File: src/rtl/bsa_pkg.sv
package bsa_pkg;
  typedef enum logic [1:0] {
    ST_IDLE = 2'd0,
    ST_RUN  = 2'd1,
    ST_DONE = 2'd2
  } bsa_state_e;
endpackage

File: src/rtl/bsa_shreg.sv
// Parallel-load register that shifts toward bit 0, filling from the top.
module bsa_shreg #(
  parameter int W = 8
) (
  input  logic         clk,
  input  logic         rst_n,
  input  logic         load,
  input  logic [W-1:0] ld_val,
  input  logic         shift,
  input  logic         sin,
  output logic [W-1:0] q
);
  always_ff @(posedge clk or negedge rst_n) begin
    if (!rst_n)      q <= '0;
    else if (load)   q <= ld_val;
    else if (shift)  q <= {sin, q[W-1:1]};
  end
endmodule

File: src/rtl/bsa_fa_carry.sv
// One full adder with its carry flip-flop.
module bsa_fa_carry (
  input  logic clk,
  input  logic rst_n,
  input  logic clr,
  input  logic en,
  input  logic a,
  input  logic b,
  output logic sum,
  output logic carry_q
);
  logic cout;

  assign sum  = a ^ b ^ carry_q;
  assign cout = (a & b) | (carry_q & (a ^ b));

  always_ff @(posedge clk or negedge rst_n) begin
    if (!rst_n)   carry_q <= 1'b0;
    else if (clr) carry_q <= 1'b0;
    else if (en)  carry_q <= cout;
  end
endmodule

File: src/rtl/bsa_seq.sv
// Handshake and step sequencing.
module bsa_seq
  import bsa_pkg::*;
#(
  parameter int W = 8
) (
  input  logic clk,
  input  logic rst_n,
  input  logic in_valid,
  input  logic out_ready,
  input  logic step_en,
  output logic load,
  output logic shift,
  output logic in_ready,
  output logic out_valid
);
  localparam int CW = (W > 1) ? $clog2(W) : 1;
  localparam logic [CW-1:0] LAST = CW'(W - 1);

  bsa_state_e    state;
  logic [CW-1:0] cnt;

  assign in_ready  = (state == ST_IDLE);
  assign out_valid = (state == ST_DONE);
  assign load      = in_ready && in_valid;
  assign shift     = (state == ST_RUN) && step_en;

  always_ff @(posedge clk or negedge rst_n) begin
    if (!rst_n) begin
      state <= ST_IDLE;
      cnt   <= '0;
    end else begin
      unique case (state)
        ST_IDLE: if (load) begin
          state <= ST_RUN;
          cnt   <= '0;
        end
        ST_RUN: if (shift) begin
          if (cnt == LAST) state <= ST_DONE;
          cnt <= cnt + 1'b1;
        end
        ST_DONE: if (out_ready) state <= ST_IDLE;
        default: state <= ST_IDLE;
      endcase
    end
  end
endmodule

File: src/rtl/bitser_adder.sv
module bitser_adder #(
  parameter int W = 8
) (
  input  logic         clk,
  input  logic         rst_n,
  input  logic         in_valid,
  output logic         in_ready,
  input  logic [W-1:0] in_a,
  input  logic [W-1:0] in_b,
  input  logic         step_en,
  output logic         out_valid,
  input  logic         out_ready,
  output logic [W-1:0] out_sum,
  output logic         out_carry
);
  localparam int NOPS = 2;

  logic         load, shift, sum_bit, carry_q;
  logic [W-1:0] op_ld [NOPS];
  logic [W-1:0] op_q  [NOPS];
  logic [W-1:0] z_q;

  assign op_ld[0] = in_a;
  assign op_ld[1] = in_b;

  bsa_seq #(.W(W)) u_seq (
    .clk(clk), .rst_n(rst_n), .in_valid(in_valid), .out_ready(out_ready),
    .step_en(step_en), .load(load), .shift(shift),
    .in_ready(in_ready), .out_valid(out_valid)
  );

  for (genvar g = 0; g < NOPS; g++) begin : g_op
    bsa_shreg #(.W(W)) u_op (
      .clk(clk), .rst_n(rst_n), .load(load), .ld_val(op_ld[g]),
      .shift(shift), .sin(1'b0), .q(op_q[g])
    );
  end

  bsa_fa_carry u_fa (
    .clk(clk), .rst_n(rst_n), .clr(load), .en(shift),
    .a(op_q[0][0]), .b(op_q[1][0]), .sum(sum_bit), .carry_q(carry_q)
  );

  bsa_shreg #(.W(W)) u_z (
    .clk(clk), .rst_n(rst_n), .load(load), .ld_val('0),
    .shift(shift), .sin(sum_bit), .q(z_q)
  );

  assign out_sum   = z_q;
  assign out_carry = carry_q;
endmodule

File: config.mk
export PLATFORM = sky130hd
export DESIGN_NAME = bitser_adder
export DESIGN_NICKNAME = d
export VERILOG_FILES = /design/src/rtl/bsa_pkg.sv /design/src/rtl/bsa_shreg.sv /design/src/rtl/bsa_fa_carry.sv /design/src/rtl/bsa_seq.sv /design/src/rtl/bitser_adder.sv
export SDC_FILE = /design/constraint.sdc
export NUM_CORES = 1
export LEC_CHECK = 0
export ABC_AREA = 1
export BUFFER_PORTS_ARGS = -buffer_cell sky130_fd_sc_hd__buf_2
export CAP_MARGIN = 0
export CORE_UTILIZATION = 38
export DETAILED_ROUTE_END_ITERATION = 6
export GPL_TIMING_DRIVEN = 0
export PLACE_DENSITY_LB_ADDON = 0.05
export SLEW_MARGIN = 20
export SYNTH_ARGS = -nofsm -noshare
export SYNTH_HDL_FRONTEND = slang
export SYNTH_SLANG_ARGS = --single-unit
File: constraint.sdc
create_clock -name clk -period 3.09 [get_ports clk]
set_clock_uncertainty 0.05 [all_clocks]
set_input_delay 0.618 -clock clk [delete_from_list [all_inputs] [get_ports clk]]
set_output_delay 0.618 -clock clk [all_outputs]
set_load 0.01 [all_outputs]
### After elaboration in Yosys (flattened, before gate mapping)

Cells that the tools add are included.
W data, S select, Z words.

* $add $sub $neg: 1
* equal/unequal tests: 7
* muxes and demuxes: 16
* bitwise gates (word level): 5
* reduce and logical (&&, ||, !) cells: 7

Operator list (count)
* $mux W8: 6
* $mux W2: 4
* $mux W3: 2
* $ne A2 B1 Y1 const B: 3
* $pmux W2 S3: 1
* $pmux W3 S2: 1
* $reduce_and A4 Y1: 1
* $reduce_bool A2 Y1: 2
* $add A3 B1 Y3 const B: 1
* $eq A3 B3 Y1 const B: 1
* $reduce_and A3 Y1: 1
* $and A1 B1 Y1: 2
* $eq A2 B1 Y1 const B: 1
* $eq A2 B2 Y1 const B: 1
* $logic_and A1 B1 Y1: 2
* $logic_not A2 Y1: 1
* $mux W1: 2
* $ne A2 B2 Y1 const B: 1
* $xor A1 B1 Y1: 2
* $or A1 B1 Y1: 1

* flip-flop bits (word level): 30
* input port bits: 21
* output and inout bits: 11
* word-level logic and storage cells: 42

### Longest topological paths before layout

* word-level depth: 5
* depth in mapped cells: 7
* mapped depth without buffers: 6

### Hierarchy

A second synthesis with hierarchy kept.

* cells, all modules: 171
* area total of the unflattened synthesis: 1461.4 µm²

Modules (own cells, without submodules)
* bsa_shreg: times used 3, cells an instance 44, area an instance 374.1 µm², sequential area each 200.2 µm²
* bsa_seq: times used 1, cells an instance 31, area an instance 270.3 µm², sequential area each 125.1 µm²
* bsa_fa_carry: times used 1, cells an instance 7, area an instance 65.1 µm², sequential area each 25.0 µm²
* bitser_adder: times used 1, cells an instance 1, area an instance 3.8 µm², sequential area each 0.0 µm²

### Least setup slack after synthesis

Ideal clock, no wire load.

* path kind: input port to flip-flop
* start: input port step_en
* end: register g_op[0].u_op.q[2]
* arrival: 1.245 ns
* path slack: 1.678 ns
* stages: 7
* buffers on the path: 2
* cells stage by stage: buf_2 nand3_4 nand2_2 inv_2 buf_6 nand2_1 nand2_1

* cells in the longest elaborated chain, start to end: 2

Ends and longest elaborated chain
* start, declared: RTL line bitser_adder.sv:10 `input logic step_en,`
* $logic_and A1 B1 Y1: RTL line bsa_seq.sv:26 `assign shift = (state == ST_RUN) && step_en;`
* $reduce_bool A2 Y1 (no line)
* end signal, assigned: RTL line bsa_shreg.sv:15 `else if (load) q <= ld_val;`
* end signal, assigned: RTL line bsa_shreg.sv:16 `else if (shift) q <= {sin, q[W-1:1]};`
* end, declared: RTL line bsa_shreg.sv:11 `output logic [W-1:0] q`

No other way between the ends.
A chain may end at the register's enable or synchronous reset.

### Worst setup path in the final report

* start: register u_seq.state[1]
* end: output port in_ready

* cells in the longest elaborated chain, start to end: 1

Ends and longest elaborated chain
* start, declared: RTL line bsa_seq.sv:20 `bsa_state_e state;`
* start signal, assigned: RTL line bsa_seq.sv:30 `state <= ST_IDLE;`
* start signal, assigned: RTL line bsa_seq.sv:35 `state <= ST_RUN;`
* start signal, assigned: RTL line bsa_seq.sv:39 `if (cnt == LAST) state <= ST_DONE;`
* $logic_not A2 Y1: RTL line bsa_seq.sv:23 `assign in_ready = (state == ST_IDLE);`
* end, declared: RTL line bitser_adder.sv:7 `output logic in_ready,`

No other way between the ends.

==> qor.csv <==
stage,metric,value,unit
clock_tree,cts_resized,0,
sta,setup_tns,0,ps
synthesis,synth-simple-area-share,28.4,%
worst_setup_path,worst_ep_required_time,2420,ps
power,p_int,994,µW
power,p_leak,0.000972,µW
worst_setup_path,cpMaxStageDelayCell,dfrtp_1,
layout,fin_nets,231,
global_route,first_global_vias,1159,
worst_setup_path,path_buf_inv,1,
global_route,grt_usage,17.5,%
synthesis,ys_seq_area_share,51.6,%
worst_setup_path,cp-end-kind,output port,
clock_tree,post_cts_buffers,0,
power,pwr-share-clk,19.8,%
power,vdd_drop_max,0.345,mV
sta,fin_crit,1840,ps
sta,drv_slew,0,
clock_tree,cts_hold_buf,0,
clock_tree,clkTransAtPathRegs,60,ps
hold_path,worst_hold_path_type,in2async,
power,power-per-cell-area,940,mW/mm²
worst_setup_path,worstSetupPathType,reg2out,
layout,design_area,0.00175,mm²
sta,setup_viol,0,
power,swShare,39.6,%
layout,diodes,0,
synthesis,yosysMostFrequentCell,nand2_1,
floorplanning,die_h,63.9,µm
floorplanning,io-pin-count,32,
routing,drc,0,
worst_setup_path,cp_top_family,flip-flops,
placement,place_congestion,0.731,
global_route,gr-total-overflow,0,
worst_setup_path,crit_path_start_kind,register,
global_route,grt_max_degree,31,
floorplanning,dieWidth,63.9,µm
synthesis,ys_top_cells_by_area,"dfrtp_1 52%, nand2_1 14%, inv_1 6.5%",
worst_setup_path,path_max_fanout,10,
clock_tree,cts_sinks,30,
routing,drt_iter0_markers,23,
synthesis,synth_cells,171,
power,power_switching,652,µW
sta,max_slew_margin,55.1,%
routing,wire_per_inst,11.9,µm
synthesis,synthArstFlopShare,100,%
routing,drt_wl_total,3040,µm
synthesis,synth.top_cell.area_share,51.6,%
global_route,antenna_found_initial,0,
synthesis,synth-edff-count,0,
sta,post-route-period-util,59.5,%
synthesis,synth_area,0.00145,mm²
clock_tree,cts.path.max_buffers,2,
synthesis,ys_ff_latch,30,
synthesis,syn-num-nets,195,
synthesis,synth-compound-area-share,5.25,%
worst_setup_path,slowest_delay,410,ps
clock_tree,insertion_delay,280,ps
clock_tree,cts_tree,yes,
synthesis,synthAdderAreaFrac,3.10,%
power,seqPwrFrac,38.6,%
placement,placed_area,0.00166,mm²
sta,max_slew.worst_pin.slew,674,ps
global_route,grt_pass1_wl,5290,µm
floorplanning,fp-row-count,22,
status,outcome,"complete, no violations",
layout,syn_to_final_growth,20.4,%
routing,firstDrtPassIters,4,
synthesis,synth-main-ff-cell,dfrtp_1,
routing,ant_nets,0,
layout,layout-drive-gt1-share,24.0,%
routing,vias,1196,
floorplanning,core_area,0.00366,mm²
floorplanning,start_util,39.7,%
clock_tree,root_buffer,clkbuf_8,
sta,clock.fmax,0.544,GHz
worst_setup_path,cp_cell_sequence,"nor2_4, buf_2",
power,p_comb_share,41.6,%
synthesis,synth_top_cell_by_area,dfrtp_1,
floorplanning,die_area,0.00408,mm²
synthesis,synth_common_cells,"54 x nand2_1, 30 x dfrtp_1, 25 x inv_1",
routing,via_per_inst,4.67,
synthesis,muxShareOfSynthArea,0.688,%
synthesis,synthXorXnorAreaFrac,0,%
synthesis,synth_top_family_by_area,simple AND/OR/NAND/NOR gates,
flow_run,maxCapViolations,0,
synthesis,yosysUniqueCellTypes,21,
worst_setup_path,cp_data_arrival_time,1170,ps
synthesis,yosys_warnings,0,
synthesis,syn_area_per_cell,8.50,µm²
sta,rsz0062_at_grt,no,
clock_tree,htree_levels,2,
placement,hpwl,2100,µm
placement,io_buffers,29,
sta,hold_violations,0,
clock_tree,cts_buffers,5,
[power groups by stage]
stage / Combinational, µW / Clock (µW) / Sequential, µW
6_report: 685 / 326 / 635
5_1_grt: 792 / 354 / 656
4_1_cts: 705 / 335 / 636
3_5_place_dp: 700 / 0 / 642
3_3_place_gp: 682 / 0 / 636
2_1_floorplan: 492 / 0 / 645
[worst paths after layout]
kind | from | endpoint | slack [ps] | depth (start not counted)
max | u_seq.state[1] | in_ready | 1250 | 2
min | rst_n | u_z.q[0] | 320 | 1
max reg2reg | u_seq.state[1] | g_op[1].u_op.q[2] | 1620 | 6
min reg2reg | g_op[0].u_op.q[4] | g_op[0].u_op.q[4] | 430 | 2
max in group asynchronous | rst_n | g_op[1].u_op.q[5] | 2240 | 1
min in group clk | g_op[0].u_op.q[4] | g_op[0].u_op.q[4] | 430 | 2
[cell families after synthesis]
group / count (synthesis)
AND/OR/NAND/NOR: 89
buffers and inverters: 35
flip-flops: 30
AO/OA/AOI/OAI: 13
adder cells (fa/ha/maj): 3
multiplexers: 1
[placed cells by master, fill, tap and decap left out, drive strengths merged]
master  instances
nand3          15
dfrtp          30
mux2i           1
nor3            1
inv            27
ha              2
nand2          56
nand3b          5
clkinv          1
nor2            6
clkbuf          7
nand4           6
fa              1
o22ai           9
buf            37
o21ai           4
[stage by stage]
stage | setup WS (ps) | hold WS, ps | total power, µW | util, % | std cells
after floorplan | 1680 | 272 | 1140 | - | 171
after global placement | 1510 | 413 | 1320 | 45.3 | 248
after detailed placement | 1500 | 419 | 1340 | 45.3 | 248
after global routing | 1200 | 370 | 1800 | 47.8 | 256
final | 1250 | 317 | 1650 | 47.8 | 256
after CTS | 1230 | 342 | 1680 | 47.8 | 256
[layout make-up]
class / instances / area [µm²]
multi-input cells: 106 / 544
fillers: 382 / 1910
plain buffers: 8 / 57.6
clock inverters: 1 / 5.00
flip-flops and latches: 30 / 751
repair buffers: 29 / 145
clock buffers: 7 / 86.3
well taps: 48 / 60.1
inverters: 27 / 101
[layer usage]
metal / global-route usage (%) / up-vias / part of all wire (%)
met5: 0 / - / 0
met4: 6.82 / 0 / 1.6
met3: 5.36 / 6 / 4.7
met2: 29.9 / 26 / 46
met1: 20.2 / 552 / 48
li1: - / 612 / -
[state kept, by name, indices dropped and copies added (netlist names)]
register	count
u_seq.state	2
u_z.q	8
g_op.u_op.q	16
u_fa.carry_q	1
u_seq.cnt	3
Power figures use the tool's default switching activity.
